**src/rtl/mgrant_pkg.sv**
```systemverilog
package mgrant_pkg;

    localparam int CRW = 3;

    typedef enum logic [2:0] {
        ST_IDLE   = 3'd0,
        ST_P1_CNT = 3'd1,
        ST_P1_CUT = 3'd2,
        ST_P2_CNT = 3'd3,
        ST_P2_CUT = 3'd4,
        ST_MERGE  = 3'd5
    } mg_state_t;

    // Two-bit credit code to count: zero stands for the full four.
    function automatic logic [CRW-1:0] cred_decode(input logic [1:0] code);
        return (code == 2'b00) ? CRW'(4) : {1'b0, code};
    endfunction

endpackage

```
**src/rtl/mgrant_ptr.sv**
```systemverilog
module mgrant_ptr #(
    parameter int N        = 32,
    parameter int PTR_INIT = 0
) (
    input  logic         clk,
    input  logic         rst_n,
    input  logic         adv,
    output logic [N-1:0] ptr
);

    localparam logic [N-1:0] PTR_RST = N'(1) << PTR_INIT;

    always_ff @(posedge clk) begin
        if (!rst_n) begin
            ptr <= PTR_RST;
        end else if (adv) begin
            ptr <= {ptr[N-2:0], ptr[N-1]};
        end
    end

endmodule

```
**src/rtl/mgrant_chunk_cnt.sv**
```systemverilog
module mgrant_chunk_cnt #(
    parameter int N      = 32,
    parameter int CW     = 3,
    parameter int NCHUNK = (N + CW - 1) / CW,
    parameter int CCW    = $clog2(CW + 1)
) (
    input  logic [N-1:0]                 vec,
    output logic [NCHUNK-1:0][CCW-1:0]   cnt
);

    for (genvar gc = 0; gc < NCHUNK; gc++) begin : g_chunk
        localparam int LO = gc * CW;
        localparam int HI = (LO + CW > N) ? N - 1 : LO + CW - 1;
        logic [CCW-1:0] sum;

        always_comb begin
            sum = '0;
            for (int b = LO; b <= HI; b++) begin
                sum = sum + CCW'(vec[b]);
            end
        end

        assign cnt[gc] = sum;
    end

endmodule

```
**src/rtl/mgrant_chunk_cut.sv**
```systemverilog
module mgrant_chunk_cut
    import mgrant_pkg::*;
#(
    parameter int N      = 32,
    parameter int CW     = 3,
    parameter int NCHUNK = (N + CW - 1) / CW,
    parameter int CCW    = $clog2(CW + 1)
) (
    input  logic [N-1:0]               vec,
    input  logic [NCHUNK-1:0][CCW-1:0] cnt,
    input  logic [CRW-1:0]             credit,
    output logic [N-1:0]               gnt,
    output logic [CRW-1:0]             used
);

    localparam int CNTW = $clog2(N + 1);

    logic [CNTW-1:0]              cred_w;
    logic [CNTW-1:0]              pre;
    logic [CNTW-1:0]              seen;
    logic [NCHUNK-1:0][CNTW-1:0]  rem;

    assign cred_w = CNTW'(credit);

    always_comb begin
        // Running sums of chunk counts against the credit value give,
        // per chunk, how many of its bits may still be granted.
        pre = '0;
        for (int c = 0; c < NCHUNK; c++) begin
            rem[c] = (cred_w > pre) ? (cred_w - pre) : '0;
            pre    = pre + CNTW'(cnt[c]);
        end
        gnt  = '0;
        seen = '0;
        for (int k = 0; k < N; k++) begin
            if (k % CW == 0) begin
                seen = '0;
            end
            if (vec[k] && (seen < rem[k / CW])) begin
                gnt[k] = 1'b1;
                seen   = seen + CNTW'(1);
            end
        end
        used = (cred_w < pre) ? credit : CRW'(pre);
    end

endmodule

```
**src/rtl/mgrant_sched.sv**
```systemverilog
module mgrant_sched
    import mgrant_pkg::*;
#(
    parameter int N        = 32,
    parameter int CW       = 3,
    parameter int PTR_INIT = 0
) (
    input  logic         clk,
    input  logic         rst_n,
    input  logic         slot_i,
    input  logic [N-1:0] req_i,
    input  logic [2:0]   credit_i,
    output logic [N-1:0] gnt_o,
    output logic         gnt_valid_o,
    output logic         prio_o,
    output logic [N-1:0] ptr_o
);

    localparam int NCHUNK = (N + CW - 1) / CW;
    localparam int CCW    = $clog2(CW + 1);

    mg_state_t st_q, st_d;

    logic [N-1:0]               req_hi_q, req_lo_q;
    logic [N-1:0]               lo_mask;
    logic [CRW-1:0]             cred_q, left_q;
    logic [2:0]                 code_q;
    logic [NCHUNK-1:0][CCW-1:0] cnt_q, cnt_w;
    logic [N-1:0]               g1_q, g2_q;
    logic [N-1:0]               cnt_vec, cut_vec, gnt_w;
    logic [CRW-1:0]             cut_cred, used_w;
    logic                       ptr_adv;

    // Pointer
    assign ptr_adv = (st_q == ST_MERGE);

    mgrant_ptr #(.N(N), .PTR_INIT(PTR_INIT)) u_ptr (
        .clk   (clk),
        .rst_n (rst_n),
        .adv   (ptr_adv),
        .ptr   (ptr_o)
    );

    assign lo_mask = ptr_o - N'(1);

    // Shared counter and cutter; the state picks the phase operands.
    assign cnt_vec  = (st_q == ST_P2_CNT) ? req_lo_q : req_hi_q;
    assign cut_vec  = (st_q == ST_P2_CUT) ? req_lo_q : req_hi_q;
    assign cut_cred = (st_q == ST_P2_CUT) ? left_q   : cred_q;

    mgrant_chunk_cnt #(.N(N), .CW(CW), .NCHUNK(NCHUNK), .CCW(CCW)) u_cnt (
        .vec (cnt_vec),
        .cnt (cnt_w)
    );

    mgrant_chunk_cut #(.N(N), .CW(CW), .NCHUNK(NCHUNK), .CCW(CCW)) u_cut (
        .vec    (cut_vec),
        .cnt    (cnt_q),
        .credit (cut_cred),
        .gnt    (gnt_w),
        .used   (used_w)
    );

    // State register
    always_ff @(posedge clk) begin
        if (!rst_n) begin
            st_q <= ST_IDLE;
        end else begin
            st_q <= st_d;
        end
    end

    // Next state
    always_comb begin
        st_d = st_q;
        unique case (st_q)
            ST_IDLE:   st_d = slot_i ? ST_P1_CNT : ST_IDLE;
            ST_P1_CNT: st_d = ST_P1_CUT;
            ST_P1_CUT: st_d = ST_P2_CNT;
            ST_P2_CNT: st_d = ST_P2_CUT;
            ST_P2_CUT: st_d = ST_MERGE;
            ST_MERGE:  st_d = ST_IDLE;
            default:   st_d = ST_IDLE;
        endcase
    end

    // Datapath registers
    always_ff @(posedge clk) begin
        if (!rst_n) begin
            req_hi_q <= '0;
            req_lo_q <= '0;
            cred_q   <= '0;
            code_q   <= '0;
            cnt_q    <= '0;
            g1_q     <= '0;
            g2_q     <= '0;
            left_q   <= '0;
        end else begin
            unique case (st_q)
                ST_IDLE: begin
                    if (slot_i) begin
                        req_hi_q <= req_i & ~lo_mask;
                        req_lo_q <= req_i & lo_mask;
                        cred_q   <= cred_decode(credit_i[1:0]);
                        code_q   <= credit_i;
                    end
                end
                ST_P1_CNT: cnt_q <= cnt_w;
                ST_P1_CUT: begin
                    g1_q   <= gnt_w;
                    left_q <= cred_q - used_w;
                end
                ST_P2_CNT: cnt_q <= cnt_w;
                ST_P2_CUT: g2_q  <= gnt_w;
                ST_MERGE:  ;
                default:   ;
            endcase
        end
    end

    // Outputs
    always_ff @(posedge clk) begin
        if (!rst_n) begin
            gnt_o       <= '0;
            gnt_valid_o <= 1'b0;
            prio_o      <= 1'b0;
        end else begin
            gnt_valid_o <= (st_q == ST_MERGE);
            if (st_q == ST_MERGE) begin
                gnt_o  <= g1_q | g2_q;
                prio_o <= |code_q;
            end
        end
    end

endmodule

```
**config.mk**
```make
export PLATFORM = sky130hd
export DESIGN_NAME = mgrant_sched
export DESIGN_NICKNAME = d
export VERILOG_FILES = /design/src/rtl/mgrant_pkg.sv /design/src/rtl/mgrant_ptr.sv /design/src/rtl/mgrant_chunk_cnt.sv /design/src/rtl/mgrant_chunk_cut.sv /design/src/rtl/mgrant_sched.sv
export SDC_FILE = /design/constraint.sdc
export NUM_CORES = 1
export LEC_CHECK = 0
export BUFFER_PORTS_ARGS = -buffer_cell sky130_fd_sc_hd__buf_2
export CAP_MARGIN = 20
export CORE_ASPECT_RATIO = 0.7
export CORE_MARGIN = 5
export CORE_UTILIZATION = 61
export DETAILED_ROUTE_END_ITERATION = 12
export GPL_ROUTABILITY_DRIVEN = 0
export PLACE_DENSITY_LB_ADDON = 0.2
export SETUP_SLACK_MARGIN = 0.4
export SYNTH_ARGS = -nofsm -noshare
export SYNTH_HDL_FRONTEND = slang
export SYNTH_SLANG_ARGS = --single-unit
export TNS_END_PERCENT = 1
```
**constraint.sdc**
```tcl
create_clock -name clk -period 10.1 [get_ports clk]
set_clock_uncertainty 0.15 [all_clocks]
set_input_delay 2.02 -clock clk [delete_from_list [all_inputs] [get_ports clk]]
set_output_delay 2.02 -clock clk [all_outputs]
set_load 0.01 [all_outputs]
```
=== Yosys cells after proc, flatten, opt, wreduce, memory -nomap -nowiden ===
Index checks and enable logic that the tools add are counted.

* $lt $le $gt $ge: 44
* $add $sub $neg: 53
* Bitwise gates (word level): 4
* Reductions and logical operators: 37
* Mux-type cells: 71
* Equal/unequal tests: 5

{| class="wikitable"
|+ Operator list
! cell !! number
|-
| $mux 6 || 20
|-
| $lt 1x6->1 || 11
|-
| $lt 1x6->1 const A || 11
|-
| $and 32x32->32 || 2
|-
| $mux 32 || 2
|-
| $lt 6x6->1 || 10
|-
| $add 6x2->6 || 9
|-
| $gt 3x6->1 || 9
|-
| $sub 3x6->6 || 9
|-
| $mux 1 || 44
|-
| $logic_and 1x1->1 || 32
|-
| $not 32->32 || 1
|-
| $or 32x32->32 || 1
|-
| $sub 32x1->32 const B || 1
|-
| $add 1x1->2 || 11
|-
| $add 1x1->2 const B || 10
|-
| $add 2x1->2 || 10
|-
| $pmux 3 s5 || 1
|-
| $mux 3 || 4
|-
| $eq 3x2->1 const B || 2
|-
| $eq 3x3->1 const B || 2
|-
| $lt 3x6->1 || 1
|-
| $sub 3x2->4 || 1
|-
| $add 2x2->3 || 1
|-
| other kinds (9) || 9
|}

* Logic and storage cells: 237
* Register bits: 228

=== Logic depth before layout (Yosys ltp) ===
* Depth after elaboration: 19
* Mapped depth: 33

=== By module ===
A second synthesis with hierarchy kept.

* Cell total of the unflattened synthesis: 1660
* Area total of the unflattened synthesis: 13558.0 um2

{| class="wikitable"
|+ Modules (own cells, without submodules)
! module !! area an instance (um2) !! cells an instance !! seq. area each (um2) !! instances
|-
| mgrant_sched || 8257.9 || 1058 || 3923.8 || 1
|-
| mgrant_chunk_cut || 3846.2 || 488 || 0.0 || 1
|-
| mgrant_ptr || 1241.2 || 103 || 640.6 || 1
|-
| mgrant_chunk_cnt || 212.7 || 11 || 0.0 || 1
|}

=== Least setup slack after synthesis ===
OpenSTA, ideal clock, no wires.

* Kind: reg-to-reg
* From: register cnt_q[0] (netlist bit)
* To: register left_q[2]
* Arrival time: 8796 ps
* Stages on the path, launching flop included: 31
* Period minus slack after synthesis: 9024 ps
* Setup slack: 1076 ps
* Required time: 9872 ps
* Path through: dfxtp_1 ha_1 inv_1 fa_1 fa_1 fa_1 inv_1 fa_1 fa_1 inv_1 fa_1 fa_1 fa_1 fa_1 fa_1 xnor2_1 ha_1 a21oi_1 and3b_1 o2111a_1 or2_1 buf_6 mux2_1 ha_1 inv_1 fa_1 xor2_1 nor3_1 o21ai_0 o41ai_2 nor3_1

* Longest elaborated chain between the ends: 13

{| class="wikitable"
|+ RTL lines
! item !! RTL line !! RTL
|-
| start: declaration || mgrant_sched.sv:28 || <nowiki>logic [NCHUNK-1:0][CCW-1:0] cnt_q, cnt_w;</nowiki>
|-
| start signal: assignment || mgrant_sched.sv:108 || <nowiki>ST_P1_CNT: cnt_q <= cnt_w;</nowiki>
|-
| start signal: assignment || mgrant_sched.sv:113 || <nowiki>ST_P2_CNT: cnt_q <= cnt_w;</nowiki>
|-
| $add 2x2->3 (*) || mgrant_chunk_cut.sv:31 || <nowiki>pre = pre + CNTW'(cnt[c]);</nowiki>
|-
| $add 6x2->6 (*) (9 in a row) || mgrant_chunk_cut.sv:31 ||
|-
| $lt 3x6->1 || mgrant_chunk_cut.sv:44 || <nowiki>used = (cred_w < pre) ? credit : CRW'(pre);</nowiki>
|-
| $mux 3 (*) || mgrant_chunk_cut.sv:44 ||
|-
| $sub 3x3->3 (*) || mgrant_sched.sv:111 || <nowiki>left_q <= cred_q - used_w;</nowiki>
|-
| end signal: assignment || mgrant_sched.sv:111 ||
|-
| end: declaration || mgrant_sched.sv:26 || <nowiki>logic [CRW-1:0] cred_q, left_q;</nowiki>
|}

Mark *: on every way between the ends. The rest lies on a longest branch, timed or not.
A chain may end at the register's enable or synchronous reset.

=== Worst setup path in the final report ===
Ends and elaborated chain as after synthesis.

==> results_dict.tcl <==
set metrics [dict create \
    status "finished, final reports clean" \
    slew_headroom 0.290 \
    max-vdd-ir-drop_uv 154 \
    p_seq_frac 0.316 \
    htreeDepth 1 \
    min_period_ns 9.29 \
    drc_errors 0 \
    drive_above_1_share 0.134 \
    cts_buffer_depth 3 \
    power.density_nw_per_um2 208 \
    grt.total_usage 0.264 \
    cts_buffers 23 \
    power.total_uw 3080 \
    cap_violations 0 \
    wirelength_um 34000 \
    timing.rr.end "left_q[2]" \
    wl_per_cell_um 17.1 \
    timing.rr.start "cnt_q[0]" \
    cts_num_sinks 228 \
    fp.dieW_um 187 \
    cts_tree "done" \
    fin_area_um2 14900 \
    cp-end-kind "register" \
    io_pins 104 \
    maxSlewViolCount 0 \
    cpPeakStageDelay_ns 0.63 \
    vias_per_cell 5.81 \
    overflow 0 \
    antenna_found_initial 0 \
    rows 45 \
    fin_setup_tns_ns 0 \
    grt_max_degree 128 \
    min_path_type "register to register" \
    clk_latency_ns 0.52 \
    p_clk_frac 0.292 \
    hold_path_end "g1_q[30]" \
    p_int_uw 1960 \
    syn_inst 1638 \
    synth-seq-area-share 0.341 \
    path_max_fanout 5 \
    synth_edf_count 0 \
    ys_seq_elements 228 \
    p_switching_uw 1130 \
    synth_warnings 0 \
    setup_violations 0 \
    critPathArrivalTime_ns 9.58 \
    drt_pass1_iterations 5 \
    fin_crit_sh 0.920 \
    syn_area_per_cell_um2 8.16 \
    syn-cell-area_um2 13400 \
    fp.coreArea_um2 21600 \
    combPwrFrac 0.392 \
    rsz0062_at_grt "no" \
    fin_nets 1830 \
    ff2ff_path_depth 29 \
    startpoint_type "register" \
    numPortBuffers 103 \
    worstHoldPathCells 2 \
    ant_nets 0 \
    syn-num-nets 1779 \
    swShare 0.366 \
    power.leakage_uw 0.00605 \
    dieArea_um2 25000 \
    tightest_slew_ns 1.07 \
    hold_path.startpoint "g1_q[30]" \
    area.growth.synth_to_final_pct 11.1 \
    root_buffer "clkbuf_16" \
    n_antenna_cell 0 \
    grt_pass1_wl_um 55400 \
    path_class "register to register" \
    fin_util 0.687 \
    placed_area_um2 14000 \
    first_iter_violations 686 \
    reg2reg_slack_ns 0.81 \
    hpwlAfterDp_um 23800 \
    cp_slowest_cell "fa_2" \
    cts.clk_slew.worst_paths_ns 0.06 \
    finalHoldViolCount 0 \
    die_h_um 134 \
    cpMostUsedCell "fa_2" \
    ys_types 74 \
    start_util 0.618 \
    synth_top_flop_cell "dfxtp_1" \
    async_reset_ff_frac 0 \
    cp_data_required_time_ns 10.39 \
    num_vias 11549 \
    fmax_ghz 0.108 \
    first_global_vias 11228 \
]
flip-flops by register name, indices dropped and copies added, names as in the netlist:
signal / flops
gnt_o: 32
req_hi_q: 32
prio_o: 1
g2_q: 32
cred_q: 3
g1_q: 32
left_q: 3
cnt_q: 22
code_q: 3
u_ptr.ptr: 32
gnt_valid_o: 1
req_lo_q: 32
st_q: 3
critical path, delay by kind of cell, from the launching register on:
| kind | cells | cell delay [ns] |
|---|---|---|
| multiplexers | 1 | 0.33 |
| flip-flops | 1 | 0.37 |
| AO/OA/AOI/OAI | 5 | 0.64 |
| XOR/XNOR | 1 | 0.23 |
| AND/OR/NAND/NOR | 4 | 0.77 |
| buffers and inverters | 4 | 0.37 |
| adder cells (fa/ha/maj) | 14 | 6.35 |
timing repair:
action / 4_1_cts / 5_1_grt
pin swaps: 0 / 2
resized for setup: 4 / 8
hold buffers: 0 / 0
hold endpoints to repair: 0 / 0
setup buffers: 0 / 1
endpoints found under the setup margin: 1 / 2
layout by cell type, fill, tap and decap left out, types with 5 or more instances in the layout:
| master | count |
|---|---|
| mux2_2 | 33 |
| and2_1 | 46 |
| nand3_1 | 62 |
| mux2i_1 | 10 |
| nor2_1 | 84 |
| o31a_1 | 7 |
| fa_2 | 9 |
| a21boi_0 | 141 |
| nand4_1 | 8 |
| o21ai_0 | 57 |
| dfxtp_1 | 228 |
| or3_1 | 11 |
| a21o_1 | 6 |
| inv_1 | 55 |
| nor3b_1 | 36 |
| buf_4 | 16 |
| ha_1 | 71 |
| or4_1 | 10 |
| a31oi_1 | 10 |
| fa_1 | 23 |
| a21oi_1 | 49 |
| nor3_1 | 48 |
| buf_2 | 102 |
| nand3b_1 | 8 |
| xnor2_1 | 26 |
| nor2b_1 | 15 |
| nand2b_1 | 11 |
| and3_1 | 6 |
| xor2_1 | 15 |
| clkbuf_8 | 8 |
| a211oi_1 | 9 |
| o21ai_1 | 6 |
| a2bb2oi_1 | 5 |
| o21a_1 | 8 |
| nor4_1 | 8 |
| clkbuf_16 | 23 |
| nand2_1 | 361 |
per-layer routing:
| layer | vias to the layer above | wire length [um] | track usage |
|---|---|---|---|
| met4 | 0 | 1280 | 0.0932 |
| li1 | 5697 | - | - |
| met1 | 5473 | 14700 | 0.338 |
| met5 | - | 0 | 0 |
| met3 | 89 | 1630 | 0.0359 |
| met2 | 290 | 16400 | 0.461 |
per-stage QoR:
step / hold slack, ns / setup WS, ns / std cells
after floorplan: 0.281 / 1.08 / 1638
after global placement: 0.288 / 0.543 / 1945
after detailed placement: 0.302 / 0.353 / 1945
after CTS: 0.312 / 0.418 / 1987
after global routing: 0.332 / 0.428 / 1988
final: 0.305 / 0.809 / 1988
power by group through the flow:
stage / registers [uW] / clock network [uW] / logic (uW)
CTS: 974 / 914 / 1190
global placement: 993 / 0 / 1130
detailed placement: 994 / 0 / 1170
finish: 975 / 901 / 1210
floorplan: 978 / 0 / 916
global route: 978 / 951 / 1360
worst max-delay path by stage:
stage              from   endpoint  slack [ns]  cells after the start
5_1_grt        cnt_q[0]  left_q[2]        0.43                     29
6_report       cnt_q[0]  left_q[2]        0.81                     29
3_3_place_gp   cnt_q[0]  left_q[2]        0.54                     29
4_1_cts        cnt_q[0]  left_q[2]        0.42                     29
3_5_place_dp   cnt_q[0]  left_q[2]        0.35                     29
2_1_floorplan  cnt_q[0]  left_q[2]        1.08                     30
kinds of logic after synthesis:
family / after synthesis / share of synthesized area
buffers and inverters: 148 / 0.0422
AO/OA/AOI/OAI: 329 / 0.167
multiplexers: 46 / 0.0389
flip-flops: 228 / 0.341
XOR/XNOR: 49 / 0.0378
adder cells (fa/ha/maj): 104 / 0.115
AND/OR/NAND/NOR: 734 / 0.257
final cells by class:
| type | instances | area (um2) |
|---|---|---|
| Clock buffer | 34 | 697 |
| Tap cell | 282 | 353 |
| Clock inverter | 8 | 105 |
| Inverter | 56 | 210 |
| Multi-Input combinational cell | 1262 | 8290 |
| Sequential cell | 228 | 4560 |
| Timing Repair Buffer | 118 | 631 |
| Fill cell | 1779 | 6770 |
synth_stat cells, types with 4 or more instances:
cell type / instances / area share
mux2i_1: 10 / 0.0075
o211ai_1: 4 / 0.0022
o31a_1: 7 / 0.0046
o21a_1: 8 / 0.0045
ha_1: 71 / 0.066
a21o_1: 6 / 0.0034
fa_1: 32 / 0.048
and3_1: 6 / 0.0028
clkbuf_1: 81 / 0.023
or3_1: 11 / 0.0051
nand3b_1: 8 / 0.0045
or4_1: 10 / 0.0056
a31oi_1: 10 / 0.0047
buf_1: 9 / 0.0025
a21boi_0: 141 / 0.079
nand2b_1: 11 / 0.0051
nand4_1: 8 / 0.0037
inv_1: 55 / 0.015
a2bb2oi_1: 5 / 0.0033
o21ai_0: 57 / 0.021
nor3_1: 48 / 0.018
o31ai_1: 4 / 0.0022
nand3_1: 62 / 0.023
a211oi_1: 9 / 0.0051
nor2_1: 84 / 0.024
xnor2_1: 27 / 0.018
dfxtp_1: 228 / 0.34
nor4_1: 8 / 0.0037
nand2_1: 361 / 0.10
xor2_1: 16 / 0.010
o21ai_1: 6 / 0.0022
nor3b_1: 37 / 0.021
nor2b_1: 15 / 0.0070
mux2_2: 33 / 0.028
a21oi_1: 49 / 0.018
a21boi_1: 4 / 0.0022
and2_1: 47 / 0.022
Note: power is estimated with default switching activity, not from simulation.
